File: config.mk
export PLATFORM = sky130hd
export DESIGN_NAME = pm_event_ctrl
export DESIGN_NICKNAME = d
export VERILOG_FILES = /design/src/rtl/pm_evt_pkg.sv /design/src/rtl/pm_timer.sv /design/src/rtl/pm_status_regs.sv /design/src/rtl/pm_sci_gen.sv /design/src/rtl/pm_event_ctrl.sv
export SDC_FILE = /design/constraint.sdc
export NUM_CORES = 1
export LEC_CHECK = 0
export ABC_CLOCK_PERIOD_IN_PS = 2150
export BUFFER_PORTS_ARGS = -buffer_cell sky130_fd_sc_hd__buf_4
export CAP_MARGIN = 20
export CORE_MARGIN = 4
export CORE_UTILIZATION = 38
export DETAILED_ROUTE_END_ITERATION = 6
export PLACE_DENSITY = 0.6
export SLEW_MARGIN = 20
export SYNTH_ARGS = -nofsm -noshare
export SYNTH_HDL_FRONTEND = slang
export SYNTH_SLANG_ARGS = --single-unit
File: constraint.sdc
create_clock -name clk -period 2.15 [get_ports clk]
set_input_delay 0.1075 -clock clk [delete_from_list [all_inputs] [get_ports clk]]
set_output_delay 0.1075 -clock clk [all_outputs]
set_load 0.005 [all_outputs]
File: src/rtl/pm_evt_pkg.sv
`timescale 1ns/1ps
package pm_evt_pkg;

    localparam int BIT_TMR    = 0;
    localparam int BIT_GLBL   = 5;
    localparam int BIT_PWRBTN = 8;
    localparam int BIT_RTC    = 10;

    localparam logic [15:0] SCI_SRC_MASK =
        16'((1 << BIT_TMR) | (1 << BIT_GLBL) | (1 << BIT_PWRBTN) | (1 << BIT_RTC));

    localparam int OFS_STS = 0;
    localparam int OFS_EN  = 2;
    localparam int OFS_CTL = 4;
    localparam int OFS_TMR = 6;

    typedef struct packed {
        logic glbl;
        logic pwrbtn;
        logic rtc;
    } pm_evt_t;

    function automatic logic [15:0] evt_set_vec(pm_evt_t ev, logic tmr_flip);
        logic [15:0] v;
        v             = '0;
        v[BIT_TMR]    = tmr_flip;
        v[BIT_GLBL]   = ev.glbl;
        v[BIT_PWRBTN] = ev.pwrbtn;
        v[BIT_RTC]    = ev.rtc;
        return v;
    endfunction

    function automatic logic [15:0] put_byte(logic [15:0] cur, logic hi, logic [7:0] b);
        logic [15:0] v;
        v = cur;
        if (hi) v[15:8] = b;
        else    v[7:0]  = b;
        return v;
    endfunction

endpackage

File: src/rtl/pm_timer.sv
`timescale 1ns/1ps
module pm_timer #(
    parameter int TMR_W = 24
) (
    input  logic             clk,
    input  logic             rst,
    output logic [TMR_W-1:0] count,
    output logic             msb_flip
);
    localparam int LOW_W = TMR_W - 1;

    // the top bit changes at the next edge whenever all lower bits are ones
    assign msb_flip = &count[LOW_W-1:0];

    always_ff @(posedge clk) begin
        if (rst) count <= '0;
        else     count <= count + 1'b1;
    end

    // one step per cycle, wrapping at the width
    assert_tmr_step_R6: assert property (@(posedge clk) disable iff (rst)
        !$past(rst) |-> count == TMR_W'($past(count) + 1'b1));

endmodule

File: src/rtl/pm_status_regs.sv
`timescale 1ns/1ps
module pm_status_regs
    import pm_evt_pkg::*;
#(
    parameter int ADDR_W = 4,
    parameter int TMR_W  = 24
) (
    input  logic              clk,
    input  logic              rst,
    input  logic              wr_en,
    input  logic [ADDR_W-1:0] addr,
    input  logic [7:0]        wdata,
    input  pm_evt_t           evt,
    input  logic              tmr_flip,
    input  logic [TMR_W-1:0]  tmr_count,
    output logic [15:0]       sts,
    output logic [15:0]       en,
    output logic [7:0]        rdata,
    output logic              tmr_ovf
);
    localparam int TMR_BYTES = (TMR_W + 7) / 8;
    localparam logic [ADDR_W-1:0] A_STS_LO = ADDR_W'(OFS_STS);
    localparam logic [ADDR_W-1:0] A_STS_HI = ADDR_W'(OFS_STS + 1);
    localparam logic [ADDR_W-1:0] A_EN_LO  = ADDR_W'(OFS_EN);
    localparam logic [ADDR_W-1:0] A_EN_HI  = ADDR_W'(OFS_EN + 1);
    localparam logic [ADDR_W-1:0] A_CTL_LO = ADDR_W'(OFS_CTL);
    localparam logic [ADDR_W-1:0] A_CTL_HI = ADDR_W'(OFS_CTL + 1);

    logic [15:0] sts_q, en_q, ctl_q;
    logic [15:0] sts_d, en_d, ctl_d, clr_vec;
    logic        ovf_q;
    logic [8*TMR_BYTES-1:0] tmr_ext;

    always_comb begin
        clr_vec = '0;
        en_d    = en_q;
        ctl_d   = ctl_q;
        if (wr_en) begin
            if (addr == A_STS_LO) clr_vec[7:0]  = wdata;
            if (addr == A_STS_HI) clr_vec[15:8] = wdata;
            if (addr == A_EN_LO)  en_d  = put_byte(en_q, 1'b0, wdata);
            if (addr == A_EN_HI)  en_d  = put_byte(en_q, 1'b1, wdata);
            if (addr == A_CTL_LO) ctl_d = put_byte(ctl_q, 1'b0, wdata);
            if (addr == A_CTL_HI) ctl_d = put_byte(ctl_q, 1'b1, wdata);
        end
        // set dominates clear so that a simultaneous event is never lost
        sts_d = ((sts_q & ~clr_vec) | evt_set_vec(evt, tmr_flip)) & SCI_SRC_MASK;
    end

    always_ff @(posedge clk) begin
        if (rst) begin
            sts_q <= '0;
            en_q  <= '0;
            ctl_q <= '0;
            ovf_q <= 1'b0;
        end else begin
            sts_q <= sts_d;
            en_q  <= en_d;
            ctl_q <= ctl_d;
            ovf_q <= tmr_flip & en_q[BIT_TMR] & ~sts_q[BIT_TMR];
        end
    end

    always_comb begin
        tmr_ext = '0;
        tmr_ext[TMR_W-1:0] = tmr_count;
        rdata = '0;
        case (addr)
            A_STS_LO: rdata = sts_q[7:0];
            A_STS_HI: rdata = sts_q[15:8];
            A_EN_LO:  rdata = en_q[7:0];
            A_EN_HI:  rdata = en_q[15:8];
            A_CTL_LO: rdata = ctl_q[7:0];
            A_CTL_HI: rdata = ctl_q[15:8];
            default: begin
                for (int b = 0; b < TMR_BYTES; b++) begin
                    if (addr == ADDR_W'(OFS_TMR + b)) rdata = tmr_ext[8*b +: 8];
                end
            end
        endcase
    end

    assign sts     = sts_q;
    assign en      = en_q;
    assign tmr_ovf = ovf_q;

    // pending status survives every cycle without a write to the status bytes
    assert_sts_hold_R3: assert property (@(posedge clk) disable iff (rst)
        !(wr_en && (addr == A_STS_LO || addr == A_STS_HI)) |=>
            ((sts_q & $past(sts_q)) == $past(sts_q)));

    // an overflow pulse only follows an armed timer
    assert_ovf_armed_R8: assert property (@(posedge clk) disable iff (rst)
        ovf_q |-> ($past(en_q[BIT_TMR]) && !$past(sts_q[BIT_TMR])));

endmodule

File: src/rtl/pm_sci_gen.sv
`timescale 1ns/1ps
module pm_sci_gen
    import pm_evt_pkg::*;
(
    input  logic [15:0] sts,
    input  logic [15:0] en,
    input  logic [7:0]  int_pin,
    output logic        sci
);
    logic pending;
    logic pin_present;

    assign pending     = |(sts & en & SCI_SRC_MASK);
    assign pin_present = |int_pin;
    assign sci         = pending & pin_present;

endmodule

File: src/rtl/pm_event_ctrl.sv
`timescale 1ns/1ps
module pm_event_ctrl
    import pm_evt_pkg::*;
#(
    parameter int ADDR_W = 4,
    parameter int TMR_W  = 24
) (
    input  logic              clk,
    input  logic              rst,
    input  logic              reg_wr,
    input  logic [ADDR_W-1:0] reg_addr,
    input  logic [7:0]        reg_wdata,
    output logic [7:0]        reg_rdata,
    input  logic              evt_pwrbtn,
    input  logic              evt_rtc,
    input  logic              evt_glbl,
    input  logic [7:0]        int_pin,
    output logic              sci,
    output logic              tmr_ovf
);
    logic [TMR_W-1:0] tmr_count;
    logic             tmr_flip;
    logic [15:0]      sts_w, en_w;
    pm_evt_t          evt_w;

    assign evt_w = '{glbl: evt_glbl, pwrbtn: evt_pwrbtn, rtc: evt_rtc};

    pm_timer #(.TMR_W(TMR_W)) u_timer (
        .clk      (clk),
        .rst      (rst),
        .count    (tmr_count),
        .msb_flip (tmr_flip)
    );

    pm_status_regs #(.ADDR_W(ADDR_W), .TMR_W(TMR_W)) u_regs (
        .clk       (clk),
        .rst       (rst),
        .wr_en     (reg_wr),
        .addr      (reg_addr),
        .wdata     (reg_wdata),
        .evt       (evt_w),
        .tmr_flip  (tmr_flip),
        .tmr_count (tmr_count),
        .sts       (sts_w),
        .en        (en_w),
        .rdata     (reg_rdata),
        .tmr_ovf   (tmr_ovf)
    );

    pm_sci_gen u_sci (
        .sts     (sts_w),
        .en      (en_w),
        .int_pin (int_pin),
        .sci     (sci)
    );

    // with nothing pending the interrupt line is quiet
    assert_sci_quiet_R5: assert property (@(posedge clk) disable iff (rst)
        (sts_w == '0) |-> !sci);

endmodule

==> flow_metrics.py <==
metrics = {
    "sta": {
        "period_share_pct": 86.1,
        "rsz0062_at_grt": "false",
        "fin_ws_ns": 0.299,
        "hold_violations": 0,
        "fin_skew_ns": 0.00606,
        "tns_ns": 0,
        "maxSlewHeadroom_pct": 63.1,
        "setup_viol": 0,
        "min_period_ns": 1.85,
        "slew_violations": 0,
        "tightest_slew_ns": 0.554,
        "max_freq_mhz": 540,
    },
    "synth": {
        "synthTopCellsByCount": "dfxtp_1, nor2_1, mux2i_1, a21oi_1, clkbuf_1",
        "syn_avg_cell_area_um2": 8.78,
        "synth_top_area_share_pct": 40.8,
        "yosysSeqAreaShare_pct": 40.8,
        "synth.distinct_cells": 44,
        "synth_ff_type": "dfxtp_1",
        "synth.largest_area_cell": "dfxtp_1",
        "synth-edff-count": 0,
        "syn_area_um2": 2990,
        "synth_area_leaders": "dfxtp_1, mux2i_1, a21oi_1, nor2_1, mux2_2",
        "synthCells": 341,
        "async_flop_share_pct": 0,
        "synth_nets": 368,
        "yosys_warnings": 0,
        "yosysMostFrequentCell": "dfxtp_1",
        "synth-seq-cells": 61,
    },
    "placed_design": {
        "gp_congestion": 0.844,
        "preCtsSetupSlack_ns": 0.324,
        "hpwl_mm": 5.40,
        "numPlacedInstances": 465,
        "port_buffers": 35,
    },
    "clock_tree": {
        "clk_pin_slew_worst_paths_ns": 0.07,
        "cts_buffers": 9,
        "cts_tree": "built",
        "clk_latency_ns": 0.34,
        "cts_hold_buf": 3,
        "post_cts_resized": 0,
        "clock_sinks": 61,
        "root_buffer": "clkbuf_8",
        "post_cts_buffers": 0,
        "cts.path.max_buffers": 2,
        "cts-htree-levels": 3,
    },
    "die": {
        "ios": 36,
        "die_h_um": 96.7,
        "start_util_pct": 38.9,
        "die_width_um": 96.7,
        "core_area_um2": 7690,
        "fp-row-count": 32,
        "die_area_um2": 9360,
    },
    "drt": {
        "drc": 0,
        "ant_nets": 0,
        "drt-total-wl_mm": 7.70,
        "vias": 2611,
        "drt-pass1-iter-count": 6,
        "via_per_inst": 5.39,
        "wl_per_cell_um": 15.9,
        "drt_iter0_drc": 175,
    },
    "run_status": {
        "outcome": "finished, final reports clean",
    },
    "power": {
        "vdd_ir_drop_max_v": 0.000366,
        "p_per_area_nw_per_um2": 751,
        "power.leakage_nw": 1.46,
    },
    "global_routing": {
        "met1_usage_pct": 21.6,
        "grt_pass1_wl_mm": 12.8,
        "antenna_found_initial": 0,
        "grt_pass1_vias": 2497,
        "grt_max_degree": 43,
        "track_usage_pct": 16.8,
        "grt_use_met3_pct": 5.77,
        "grt.busiest_layer": "met2",
        "grt_util_met2_pct": 26.9,
        "grt-ovfl-total": 0,
    },
    "worst_hold_path": {
        "min_from": "reg_wdata[7]",
        "holdPathStages": 3,
        "min_to": "u_regs.ctl_q[7]",
        "hold_path.class": "in2reg",
    },
    "worst_setup_path": {
        "slowest_stage": "or4_1",
        "crit_path_max_fanout": 8,
        "critical_path_class": "reg2reg",
        "arrival_ns": 2.12,
        "rr_startpoint": "u_timer.count[12]",
        "cpPeakStageDelay_ns": 0.66,
        "crit_start": "u_timer.count[12]",
        "worstSetupEndpointType": "flip-flop",
        "crit_chain": "nand4_1 -> or4_1 -> or3_1 -> a21oi_1",
        "reg2reg_depth": 4,
        "timing.rr.end": "u_timer.count[19]",
        "r2r_setup_slack_ns": 0.30,
        "startpoint_type": "flip-flop",
        "required_ns": 2.42,
    },
    "finish": {
        "drive_gt1_share_pct": 20.2,
        "utilization_pct": 47.7,
        "nets": 404,
        "n_antenna_cell": 0,
        "instances_no_fill": 484,
        "area_delta_synth_final_pct": 22.5,
    },
    "flow_run": {
        "cap_violations": 0,
    },
}
==> worst max-delay path by stage <==
stage / end / cells past startpoint
finish: u_timer.count[19] / 4
detailed placement: u_timer.count[21] / 4
global placement: u_timer.count[17] / 4
global route: u_timer.count[21] / 4
CTS: u_timer.count[21] / 4
floorplan: u_timer.count[20] / 5
==> report_power, final <==
part	internal (mW)	switching, mW
Combinational	0.100	0.117
Clock	0.919	0.460
Sequential	1.15	0.0130
Total	2.17	0.589
==> registers in the layout, summed over array words and instances (netlist names) <==
name / flops
u_regs.en: 16
u_regs.sts: 4
u_timer.count: 24
u_regs.tmr_ovf: 1
u_regs.ctl_q: 16
==> worst max-delay path: cells and delay by family (launching register included) <==
family	cells	cell delay, ns
simple gates	3	1.23
compound gates	1	0.14
flops	1	0.41
==> cell type report <==
| cell class | instances | area (um^2) |
|---|---|---|
| inverter | 5 | 18.8 |
| sequential | 61 | 1220 |
| fill | 775 | 4020 |
| clock buffer | 10 | 138 |
| tap | 102 | 128 |
| multi-input combinational | 253 | 1670 |
| timing repair buffer | 47 | 360 |
| clock inverter | 6 | 134 |
==> per-layer routing <==
| layer | up-vias | routed length [um] |
|---|---|---|
| li1 | 1300 | - |
| met1 | 1243 | 3590 |
| met2 | 55 | 3640 |
| met3 | 13 | 368 |
| met4 | 0 | 94 |
| met5 | - | 0 |
==> through the flow <==
step           power [mW]  instance area (um^2)  hold WS (ns)
2_1_floorplan        1.30                  2990         0.225
6_report             2.75                  3670        0.0207
5_1_grt              2.86                  3670        0.0202
3_5_place_dp         1.40                  3360         0.325
3_3_place_gp         1.40                  3360         0.313
4_1_cts              2.78                  3670        0.0100
==> cell usage in the layout, fill, tap and decap left out, types with 4 or more instances in the layout <==
cell type,Yosys,layout
nand2_1,10,10
inv_1,5,5
mux2_2,11,11
nor2_1,50,50
bufinv_16,0,4
nor4_1,9,9
or3_1,8,8
clkbuf_8,0,10
xnor2_1,8,8
nand3_1,10,10
o22ai_1,4,4
buf_4,0,44
o21ai_0,14,14
a21oi_1,38,38
nand4_1,5,5
and3_1,4,4
dfxtp_1,61,61
mux2i_1,39,39
nor2b_1,5,5
==> kinds of logic (layout without fill, tap and decap cells) <==
| logic type | after synthesis | in the layout | share of synthesized area (%) |
|---|---|---|---|
| XOR/XNOR | 11 | 11 | 3.22 |
| buffers and inverters | 27 | 68 | 3.51 |
| AO/OA/AOI/OAI | 73 | 73 | 14.2 |
| flip-flops | 61 | 61 | 40.8 |
| AND/OR/NAND/NOR | 117 | 117 | 19.9 |
| adder cells (fa/ha/maj) | 1 | 1 | 0.418 |
| multiplexers | 51 | 51 | 17.9 |
(Power assumes the default switching activity.)
